**config.mk**
```make
export PLATFORM = sky130hd
export DESIGN_NAME = tpar_tx_path
export DESIGN_NICKNAME = d
export VERILOG_FILES = /design/src/rtl/tpar_tx_path.sv
export SDC_FILE = /design/constraint.sdc
export NUM_CORES = 1
export LEC_CHECK = 0
export ABC_AREA = 1
export ABC_CLOCK_PERIOD_IN_PS = 1400
export BUFFER_PORTS_ARGS = -buffer_cell sky130_fd_sc_hd__buf_2
export CORE_AREA = 2 2 39 41
export CTS_CLUSTER_DIAMETER = 80
export DETAILED_ROUTE_END_ITERATION = 6
export DIE_AREA = 0 0 41 43
export GPL_ROUTABILITY_DRIVEN = 0
export GPL_TIMING_DRIVEN = 0
export PLACE_DENSITY = 0.65
export SETUP_SLACK_MARGIN = 0.4
export SKIP_LAST_GASP = 1
export SYNTH_ARGS = -nofsm -noshare
export SYNTH_HDL_FRONTEND = slang
export SYNTH_SLANG_ARGS = --single-unit
```
**constraint.sdc**
```tcl
create_clock -name clk -period 1.4 [get_ports clk]
set_clock_uncertainty 0.05 [all_clocks]
set_input_delay 0.42 -clock clk [delete_from_list [all_inputs] [get_ports clk]]
set_output_delay 0.42 -clock clk [all_outputs]
set_load 0.1 [all_outputs]
```
**src/rtl/tpar_tx_path.sv**
```systemverilog
module tpar_tx_path #(
  parameter int DATA_W = 8
) (
  input  logic              clk,
  input  logic              rst_n,
  input  logic              en,
  input  logic              in_valid,
  output logic              in_ready,
  input  logic [DATA_W-1:0] in_data,
  input  logic              in_par,
  input  logic              tx_ack,
  output logic              out_valid,
  input  logic              out_ready,
  output logic [DATA_W-1:0] out_data,
  output logic              out_par,
  output logic              err_set,
  output logic              tx_abort,
  output logic              void_req
);
  logic xfer;
  assign xfer      = in_valid & out_ready;
  assign out_valid = in_valid;
  assign in_ready  = out_ready;
  assign out_data  = in_data;
  assign out_par   = ~(^in_data);
  assign err_set   = xfer & en & ~(^{in_data, in_par});

  always_ff @(posedge clk or negedge rst_n) begin
    if (!rst_n) begin
      tx_abort <= 1'b0;
      void_req <= 1'b0;
    end else begin
      tx_abort <= err_set & tx_ack;
      void_req <= err_set & tx_ack;
    end
  end

  assert_out_odd_R1: assert property (@(posedge clk) disable iff (!rst_n)
    out_valid |-> (^{out_data, out_par}));
  assert_abort_needs_ack_R7: assert property (@(posedge clk) disable iff (!rst_n)
    tx_abort |-> $past(tx_ack & in_valid & out_ready));
endmodule

```
==> results of run 1 <==
[timing repair]
item                                    CTS
resized for setup                       115
pin swaps                                13
cloned                                    0
endpoints found under the setup margin   15
setup buffers                             4
[synth_stat cells (all sizes together)]
cell type	count
nand3	3
inv	8
buf	11
xor2	4
nand2	23
xnor2	7
nand3b	1
nor2	1
dfrtp	1
[cells by family after synthesis]
| group | share of synthesized area |
|---|---|
| and+or+nand+nor | 0.335 |
| DFF | 0.0712 |
| buffers and inverters | 0.320 |
| xor gates and xnor gates | 0.274 |
[stage by stage]
step                      hold WS (ps)  setup TNS, ps  instances  instance area, um2
after floorplan                   74.4           -858         59                 657
after global placement             144          -3770        103                 817
after detailed placement           147          -3880        103                 817
after CTS                          147           -883        107                1330
==> metrics, run 1 <==
run status aborted with a tool error; stopping stage global routing (5_1_grt); error msg [ERROR DPL-0038] Utilization greater than 100%, impossible to legalize; Die Ht 43 um; HPWL Detailed about 800 um; starting density of the core 0.254; Rows 14; Synth cell types 11; top post-synthesis cells by area buf_4 (23%), nand2_1 (23%), xnor2_1 (17%); Post-Place Setup Slack -821 ps; GRT worst endpoint err_set; worst ep type output port; Mapped Area 352 um2; leading area contributor after synthesis buf_4; Mapped Nets 74; flops & latches, synth 1; largest net degree at the start of global routing 6; chip width roughly 40 um; YS warnings 0; sequential share of the synthesized area 0.0712; PortBufs 28; Syn Area/Cell 5.96 um2; Top Ports 29; area share of the largest cell type after synthesis 0.235; Post-Syn Instances 59; # hold bufs at CTS 0
==> run 2, diff against run 1 <==
Settings changed: ABC_CLOCK_PERIOD_IN_PS 1400 to 1820, CORE_AREA 2 2 39 41 to 2 2 63 65, CTS_CLUSTER_DIAMETER 80 to not set, DIE_AREA 0 0 41 43 to 0 0 65 67, PLACE_DENSITY 0.65 to not set, PLACE_DENSITY_LB_ADDON set to 0.15, SETUP_SLACK_MARGIN 0.4 to not set.
Clock period 1.4 ns to 1.82 ns, I/O delays scaled along.
==> metrics, run 2 <==
run status complete, but fails checks (was aborted with a tool error); failing checks setup timing; # diodes 0; YS warnings 0 (unchanged); Fin. Hold Viols 0; WL per Instance 6.60 um; CP max FO 5; Largest Register void_req; Peak VDD IR 151 uV; CP Class input pin to output pin; PnR worst setup slack -285 ps; Die Ht 67 um (was 43 um); clk slew on worst S/H paths 0 ps; Syn Area/Cell 5.96 um2 (unchanged); DRT antenna net count 0; top post-synthesis cells by area buf_4 (23%), nand2_1 (23%), xnor2_1 (17%) (unchanged); Switch Pwr 273 uW; max reg flops 1; Worst Max-Slew Pin Slew 485 ps; Remaining Overflow, GRT 0; Vias/cell approximately 3.1; Flop pwr share 0.050; LEAKAGE 0.445 nW; biggest regs void_req x1; area share of the largest cell type after synthesis 0.235 (unchanged); delay-heaviest family, CP XOR/XNOR gates; leading area contributor after synthesis buf_4 (unchanged); antenna violations before repair 0; number of remaining DRC errors 0; Req. time, crit path 1220 ps; Sw Share 0.581; Post-synth ARST share 1.00 (unchanged); DIE AREA 4360 um2; CP max stage delay ~260 ps; Post-synth EDFFs 0 (unchanged); Cell Area, Placed 642 um2 (was 817 um2); RSZ-0062 raised after global routing yes; top-count cell post-synth nand2_1 (unchanged); commonest cells after routing, fill and taps aside buf_2 (18), buf_4 (14), nand2_2 (11), nand2_1 (9), buf_12 (6); vias in the first global route around 360; starting density of the core 0.0975 (was 0.254); chip width 65 um (was 41 um); Hold Crit Class input pin to asynchronous set/reset pin; Mapped Nets 74 (unchanged); CP arrival 1510 ps; Setup TNS -624 ps; HPWL Detailed 771 um (was 788 um); power per cell area 522 nW/um2; WHS roughly 270 ps; final core utilization 0.250; core area 3610 um2; P_int 197 uW; worst-path cell chain buf_12 > buf_6 > xnor2_4 > xnor2_2 > xnor2_4 > buf_12; PortBufs 28 (unchanged); multi-input logic area 372 um2; worst rel slew slack 0.679; Combinational Power Share 0.950; Synth cell types 11 (unchanged); max-cap violations 0; first-pass GRT wire length 1.50 mm; final worst path period need 2110 ps; routed via count 434; First DRT Iteration DRCs 5; Top FF cell, synth dfrtp_1 (unchanged); Layout area overhead 156%; # hold bufs at CTS 0 (unchanged); Slowest-stage cell, CP xnor2_2; detailed-route wire length 918 um; element type at the critical path start input pin; flops & latches, synth 1 (unchanged); Post-Syn Instances 59 (unchanged); nature of the critical path endpoint output pin; ratio of cells with drive above 1 in the final layout 0.802; flip-flop and latch area 26.3 um2; sequential share of the synthesized area 0.0712 (unchanged); 1st-pass router iterations 3; Worst Path Buf+Inv 3; Rows 22 (was 14); commonest non-fill, non-tap cell in the layout buf_2; GRT Total Usage 0.0417; Top Ports 29 (unchanged); fmax between 400 and 500 MHz; largest net degree at the start of global routing 6; Slew Limit Fails 0; period utilization 1.16; final instance area between 900 and 1000 um2; Final #Nets 108; Mapped Area 352 um2 (unchanged); clock power share 0; most common library cells after synthesis nand2_1 (22), buf_4 (11), xnor2_1 (7) (unchanged); # fillers 408; final setup fails 3
## run 2: cell counts after synthesis
Identical to the previous run, type by type.
## run 2: what timing repair did
item,4_1_cts,5_1_grt
setup buffers,1,3
resized for setup,42,16
endpoints found under the setup margin,6,3
pin swaps,15,15
hold endpoints to repair,0,0
## run 2: final cells by class
class / instances / area share
Multi-Input combinational cell: 39 / 0.412
Tap cell: 48 / 0.0667
Sequential cell: 1 / 0.0292
Buffer: 11 / 0.0917
Timing Repair Buffer: 32 / 0.321
Inverter: 8 / 0.0792
## run 2: cell families (layout without fill, tap and decap cells)
family,after synthesis,after routing,share of synthesized area
xor gates and xnor gates,11,11,0.274
and+or+nand+nor,28,28,0.335
buffers and inverters,19,51,0.320
DFF,1,1,0.0712
## run 2: per-stage QoR
step	cells	power, mW	setup slack, ps
final	139	0.471	-285
after global routing	139	0.492	-380
after CTS	136	0.447	-264
after detailed placement	135	0.371	-633
after global placement	135	0.370	-632
after floorplan	59	0.310	-279
## run 2: power groups by stage
stage	Combinational [mW]	Clock [mW]	Sequential (mW)
after floorplan	0.282	0	0.0275
after global placement	0.346	0	0.0235
after detailed placement	0.348	0	0.0235
after CTS	0.423	0	0.0235
after global routing	0.468	0	0.0235
final	0.447	0	0.0235
## run 2: final timing paths
kind / start / end / depth (start not counted)
worst max-delay path: in_data[3] / out_par / 6
worst min-delay path: rst_n / void_req / 1
max in group asynchronous: rst_n / void_req / 1
min in group clk: tx_ack / void_req / 3
## run 2: metal layers
layer | vias up | wire length, um | GRT usage
li1 | 229 | - | -
met1 | 189 | 329 | 0.0514
met2 | 16 | 520 | 0.0851
met3 | 0 | 68 | 0
met4 | 0 | 0 | 0
met5 | - | 0 | 0
Note: power is estimated with default switching activity, not from simulation.
